File: src/rtl/dps_pkg.sv
`timescale 1ns/1ps
package dps_pkg;
    localparam int STATUS_BITS = 4;
    localparam int BIT_RST_STICKY = 3;
    localparam int BIT_RST_LIVE   = 2;
    localparam int BIT_PD_STICKY  = 1;
    localparam int BIT_PWR_UP     = 0;

    typedef struct packed {
        logic sticky_rst;
        logic sticky_pd;
    } flags_t;

    localparam flags_t FLAGS_RESET = '{sticky_rst: 1'b0, sticky_pd: 1'b1};
endpackage

File: src/rtl/dps_sync.sv
`timescale 1ns/1ps
module dps_sync #(
    parameter int WIDTH = 2,
    parameter int STAGES = 2,
    parameter logic [WIDTH-1:0] RST_VAL = '0
) (
    input  logic             clk,
    input  logic             rst_n,
    input  logic [WIDTH-1:0] d,
    output logic [WIDTH-1:0] q
);
    typedef struct packed {
        logic [STAGES-1:0][WIDTH-1:0] stg;
    } sync_t;

    sync_t sync_d, sync_q;

    always_comb begin
        sync_d = sync_q;
        sync_d.stg[0] = d;
        for (int i = 1; i < STAGES; i++) begin
            sync_d.stg[i] = sync_q.stg[i-1];
        end
    end

    always_ff @(posedge clk or negedge rst_n) begin
        if (!rst_n) begin
            for (int i = 0; i < STAGES; i++) begin
                sync_q.stg[i] <= RST_VAL;
            end
        end else begin
            sync_q <= sync_d;
        end
    end

    assign q = sync_q.stg[STAGES-1];
endmodule

File: src/rtl/dps_flags.sv
`timescale 1ns/1ps
module dps_flags
    import dps_pkg::*;
(
    input  logic pclk,
    input  logic preset_n,
    input  logic rst_live,
    input  logic pd_live,
    input  logic rd_clear,
    output logic sticky_rst_q,
    output logic sticky_pd_q
);
    flags_t flags_d, flags_q;

    always_comb begin
        flags_d = flags_q;
        if (rd_clear) begin
            flags_d.sticky_rst = 1'b0;
            flags_d.sticky_pd  = 1'b0;
        end
        // set condition beats a same-cycle clear
        if (rst_live) flags_d.sticky_rst = 1'b1;
        if (pd_live)  flags_d.sticky_pd  = 1'b1;
    end

    always_ff @(posedge pclk or negedge preset_n) begin
        if (!preset_n) flags_q <= FLAGS_RESET;
        else           flags_q <= flags_d;
    end

    assign sticky_rst_q = flags_q.sticky_rst;
    assign sticky_pd_q  = flags_q.sticky_pd;
endmodule

File: src/rtl/dps_decode.sv
`timescale 1ns/1ps
module dps_decode
    import dps_pkg::*;
#(
    parameter int ADDR_W = 12,
    parameter int DATA_W = 32,
    parameter logic [ADDR_W-1:0] STATUS_OFFSET = 12'hA14
) (
    input  logic                   psel,
    input  logic                   penable,
    input  logic                   pwrite,
    input  logic [ADDR_W-1:0]      paddr,
    input  logic [STATUS_BITS-1:0] status_word,
    input  logic                   sticky_pd,
    input  logic [DATA_W-1:0]      core_prdata,
    input  logic                   core_pready,
    input  logic                   core_pslverr,
    output logic [DATA_W-1:0]      prdata,
    output logic                   pready,
    output logic                   pslverr,
    output logic                   core_psel,
    output logic                   hit_status,
    output logic                   hit_core,
    output logic                   rd_clear
);
    always_comb begin
        hit_core   = ~paddr[ADDR_W-1];
        hit_status = (paddr == STATUS_OFFSET);
        core_psel  = psel & hit_core & ~sticky_pd;
        prdata     = '0;
        pready     = 1'b1;
        pslverr    = 1'b0;
        if (hit_core) begin
            if (sticky_pd) begin
                pslverr = psel & penable;
            end else begin
                prdata  = core_prdata;
                pready  = core_pready;
                pslverr = core_pslverr;
            end
        end else if (hit_status && !pwrite) begin
            prdata[STATUS_BITS-1:0] = status_word;
        end
        rd_clear = psel & penable & pready & ~pwrite & hit_status;
    end
endmodule

File: src/rtl/dps_top.sv
`timescale 1ns/1ps
module dps_top
    import dps_pkg::*;
#(
    parameter int ADDR_W = 12,
    parameter int DATA_W = 32,
    parameter int SYNC_STAGES = 2,
    parameter logic [ADDR_W-1:0] STATUS_OFFSET = 12'hA14
) (
    input  logic              pclk,
    input  logic              preset_n,
    input  logic              psel,
    input  logic              penable,
    input  logic              pwrite,
    input  logic [ADDR_W-1:0] paddr,
    output logic [DATA_W-1:0] prdata,
    output logic              pready,
    output logic              pslverr,
    input  logic              core_rst_n,
    input  logic              por_n,
    input  logic              pwrdn_req,
    output logic              core_psel,
    input  logic [DATA_W-1:0] core_prdata,
    input  logic              core_pready,
    input  logic              core_pslverr
);
    localparam int NSYNC = 2;

    logic [NSYNC-1:0]       raw_in, synced;
    logic                   rst_live, pd_live;
    logic                   sticky_rst_q, sticky_pd_q;
    logic                   hit_status, hit_core, rd_clear;
    logic [STATUS_BITS-1:0] status_word;

    assign raw_in = {pwrdn_req, ~core_rst_n | ~por_n};

    dps_sync #(.WIDTH(NSYNC), .STAGES(SYNC_STAGES), .RST_VAL('0)) u_sync (
        .clk(pclk), .rst_n(preset_n), .d(raw_in), .q(synced)
    );

    assign rst_live = synced[0];
    assign pd_live  = synced[1];

    dps_flags u_flags (
        .pclk(pclk), .preset_n(preset_n), .rst_live(rst_live), .pd_live(pd_live),
        .rd_clear(rd_clear), .sticky_rst_q(sticky_rst_q), .sticky_pd_q(sticky_pd_q)
    );

    always_comb begin
        status_word = '0;
        status_word[BIT_RST_STICKY] = sticky_rst_q;
        status_word[BIT_RST_LIVE]   = rst_live;
        status_word[BIT_PD_STICKY]  = sticky_pd_q;
        status_word[BIT_PWR_UP]     = ~pd_live;
    end

    dps_decode #(.ADDR_W(ADDR_W), .DATA_W(DATA_W), .STATUS_OFFSET(STATUS_OFFSET)) u_dec (
        .psel(psel), .penable(penable), .pwrite(pwrite), .paddr(paddr),
        .status_word(status_word), .sticky_pd(sticky_pd_q),
        .core_prdata(core_prdata), .core_pready(core_pready), .core_pslverr(core_pslverr),
        .prdata(prdata), .pready(pready), .pslverr(pslverr), .core_psel(core_psel),
        .hit_status(hit_status), .hit_core(hit_core), .rd_clear(rd_clear)
    );
endmodule

File: config.mk
export PLATFORM = sky130hd
export DESIGN_NAME = dps_top
export DESIGN_NICKNAME = d
export VERILOG_FILES = /design/src/rtl/dps_pkg.sv /design/src/rtl/dps_sync.sv /design/src/rtl/dps_flags.sv /design/src/rtl/dps_decode.sv /design/src/rtl/dps_top.sv
export SDC_FILE = /design/constraint.sdc
export NUM_CORES = 1
export LEC_CHECK = 0
export ABC_AREA = 1
export BUFFER_PORTS_ARGS = -buffer_cell sky130_fd_sc_hd__buf_2
export CORE_MARGIN = 1
export CORE_UTILIZATION = 31
export DETAILED_ROUTE_END_ITERATION = 16
export HOLD_SLACK_MARGIN = 0.05
export MAX_ROUTING_LAYER = met4
export PLACE_DENSITY = 0.77
export SLEW_MARGIN = 20
export SYNTH_ARGS = -nofsm -noshare
export SYNTH_HDL_FRONTEND = slang
export SYNTH_SLANG_ARGS = --single-unit
File: constraint.sdc
create_clock -name pclk -period 1.3 [get_ports pclk]
set_input_delay 0.13 -clock pclk [delete_from_list [all_inputs] [get_ports pclk]]
set_output_delay 0.13 -clock pclk [all_outputs]
set_load 0.005 [all_outputs]
==> impl_metrics.ini <==
[sta]
setup_ws_ns = -0.0821
tightest_slew_ns = 0.187
finalHoldViolations = 0
final_max_slew_viol_count = 0
timing.fmax_mhz = 724
min_period_ns = 1.38
setup-violations-final = 34
rsz0062_at_grt = yes
period_share_pct = 106
max-slew-margin-rel_pct = 87.5
finClkSkew_ns = 0.00201
hold_slack_ns = 0.225

[global_routing]
antenna_found_initial = 0
overflow = 0
grtUsageTotal_pct = 17.6
grt_pass1_vias = 691
grt_pass1_wl_mm = 2.78
grt_max_degree = 21

[setup_path]
end_kind = output pin
crit_chain = buf_6 > inv_8 > nand2_1 > nor2_1 > buf_2
required_ns = 1.17
cpMaxStageDelayCell = dfstp_2
cp-start-kind = flop
crit_type = reg -> out
critPathLaunch = u_flags.sticky_pd_q
arrival_ns = 1.25
reg2reg_slack_ns = 0.05
path_max_fanout = 14
slowest_delay_ns = 0.58
worstReg2RegStart = u_flags.sticky_pd_q
r2r_end = u_flags.sticky_rst_q
reg2reg_depth = 6
critPathCapture = prdata[27]

[pwr]
p_sw_share_pct = 27.4
p_comb_share_pct = 27.7
p_leak_nw = 0.789
p_int_mw = 0.390
seq_power_share_pct = 36.4
pwr-share-clk_pct = 35.9
p_sw_mw = 0.147
total_power_mw = 0.537
p_per_area_nw_per_um2 = 420
ir_drop_uv = 606

[run_status]
status = complete, but fails checks
violations = negative setup slack

[placed_design]
hpwl_mm = 1.74
gp_congestion = 0.723
port_buffers = 88

[synthesis]
syn_avg_cell_area_um2 = 5.78
yosysSeqAreaShare_pct = 22.8
syn_area_um2 = 664
synth_warnings = 0
syn_nets = 169
yosysTopAreaCell = nand2_1
netlist.area_leader.share_pct = 26.6
synthCells = 115
ys_top_cells_by_area = nand2_1, dfrtp_1, nor2_1
ys_types = 20
ys_ff_latch = 6

[drt]
wl_per_cell_um = 10.2
drc = 0
drt_iter0_drc = 9
wirelength_mm = 2.43
final_antenna_net_count = 0
vias = 1045
via_per_inst = 4.39
drt_pre_antenna_iters = 4

[clock_network]
cts.sinks = 6
cts_tree = yes
cts-buffers-inserted = 3
insertion_delay_ns = 0.25
clk_pin_slew_ns = 0.05
htreeDepth = 1
clock_path_buffers = 2
root_buffer = clkbuf_4

[min_path]
hold_path.class = in -> async

[floorplanning]
core_um2 = 1980
die_width_um = 48.3
die_y_um = 48.3
die-area_um2 = 2330
initial_core_util_pct = 33.5
rows = 16
ios = 89

[run]
maxCapViolations = 0

[cells_and_area]
areaGrowthSynthToFinish_pct = 92.5
layout-drive-gt1-share_pct = 61.1
fin_nets = 266
fillerInstances = 182
post-route-util_pct = 64.5
n_antenna_cell = 0
[through the flow]
stage / TNS, ns / std cells / instance area, um^2 / setup slack, ns
final: -2.12 / 238 / 1280 / -0.0821
after global routing: -4.15 / 238 / 1280 / -0.138
after CTS: -1.59 / 237 / 1240 / -0.0685
after detailed placement: 0 / 225 / 1110 / 0.0969
after global placement: 0 / 225 / 1110 / 0.135
after floorplan: 0 / 115 / 664 / 0.138
[kinds of logic after synthesis]
group / count (synthesis) / share of synthesized area (%)
buffers and inverters: 15 / 11.5
AOI/OAI and AO/OA: 7 / 7.53
DFF: 6 / 22.8
and+or+nand+nor: 87 / 58.2
[state kept, by name, summed over array words and instances, names as in the netlist]
register              flops
u_flags.sticky_rst_q      1
u_sync.sync_d             2
u_flags.sticky_pd_q       1
u_sync.q                  2
[cells in the final DEF, fill, tap and decap left out, drive strengths merged]
| cell type | netlist | routed |
|---|---|---|
| buf | 5 | 94 |
| nand2 | 49 | 49 |
| nor2 | 36 | 36 |
| inv | 8 | 9 |
| dfrtp | 5 | 5 |
| o21ai | 5 | 5 |
| dlygate4sd3 | 0 | 4 |
| clkbuf | 2 | 4 |
| a21oi | 2 | 2 |
| or2 | 1 | 1 |
| nand3 | 1 | 1 |
| dfstp | 1 | 1 |
[power groups by stage]
stage / combinational (mW) / sequential, mW / clock, mW
2_1_floorplan: 0.0472 / 0.198 / 0
6_report: 0.149 / 0.196 / 0.193
3_3_place_gp: 0.129 / 0.198 / 0
5_1_grt: 0.166 / 0.196 / 0.209
3_5_place_dp: 0.132 / 0.199 / 0
4_1_cts: 0.143 / 0.196 / 0.197
[routing by layer]
| layer | vias up | share of wire (%) | routed length (um) | global-route usage [%] |
|---|---|---|---|---|
| met2 | 52 | 55 | 1330 | 34.4 |
| met3 | 0 | 9.7 | 237 | 5.93 |
| met5 | - | 0 | 0 | - |
| met1 | 463 | 36 | 865 | 17.0 |
| met4 | 0 | 0 | 0 | 1.67 |
| li1 | 530 | - | - | - |
[cell type report]
type / instances / area (um^2) / share of cell area (%)
repair buffers: 98 / 542 / 42.4
multi-input cells: 94 / 477 / 37.3
flip-flops and latches: 6 / 151 / 11.8
inverters: 8 / 40.0 / 3.13
well taps: 27 / 33.8 / 2.64
clock buffers: 4 / 26.3 / 2.05
repair inverters: 1 / 8.76 / 0.685
[worst min-delay path by stage]
stage,startpoint,endpoint,slack [ns],cells past startpoint
after floorplan,preset_n,u_flags.sticky_rst_q,-0.17,0
after global placement,preset_n,u_sync.sync_d[3],-0.05,1
after detailed placement,preset_n,u_sync.sync_d[2],-0.04,1
after CTS,preset_n,u_sync.q[0],0.22,2
after global routing,preset_n,u_flags.sticky_rst_q,0.25,2
final,preset_n,u_flags.sticky_rst_q,0.23,2
[Yosys cell counts]
master	n
a21oi_1	2
buf_2	2
buf_4	2
buf_6	1
clkbuf_1	2
dfrtp_1	5
dfstp_2	1
inv_1	6
inv_2	1
inv_4	1
nand2_1	47
nand2_4	2
nand3_2	1
nor2_1	31
nor2_2	2
nor2_4	2
nor2_8	1
o21ai_0	1
o21ai_2	4
or2_1	1
[worst max-delay path: cells and delay by family, from the launching register on]
kind	cells	cell delay, ns
flops	1	0.58
buf+inv	3	0.32
simple gates	2	0.11
[what timing repair did]
action	in CTS	in global routing
gates cloned	1	0
endpoints found under the hold margin	8	0
setup endpoints to repair	30	36
gates resized for setup	9	13
pin swaps	0	1
setup buffers	3	1
hold buffers	4	0
Note: power is estimated with default switching activity, not from simulation.
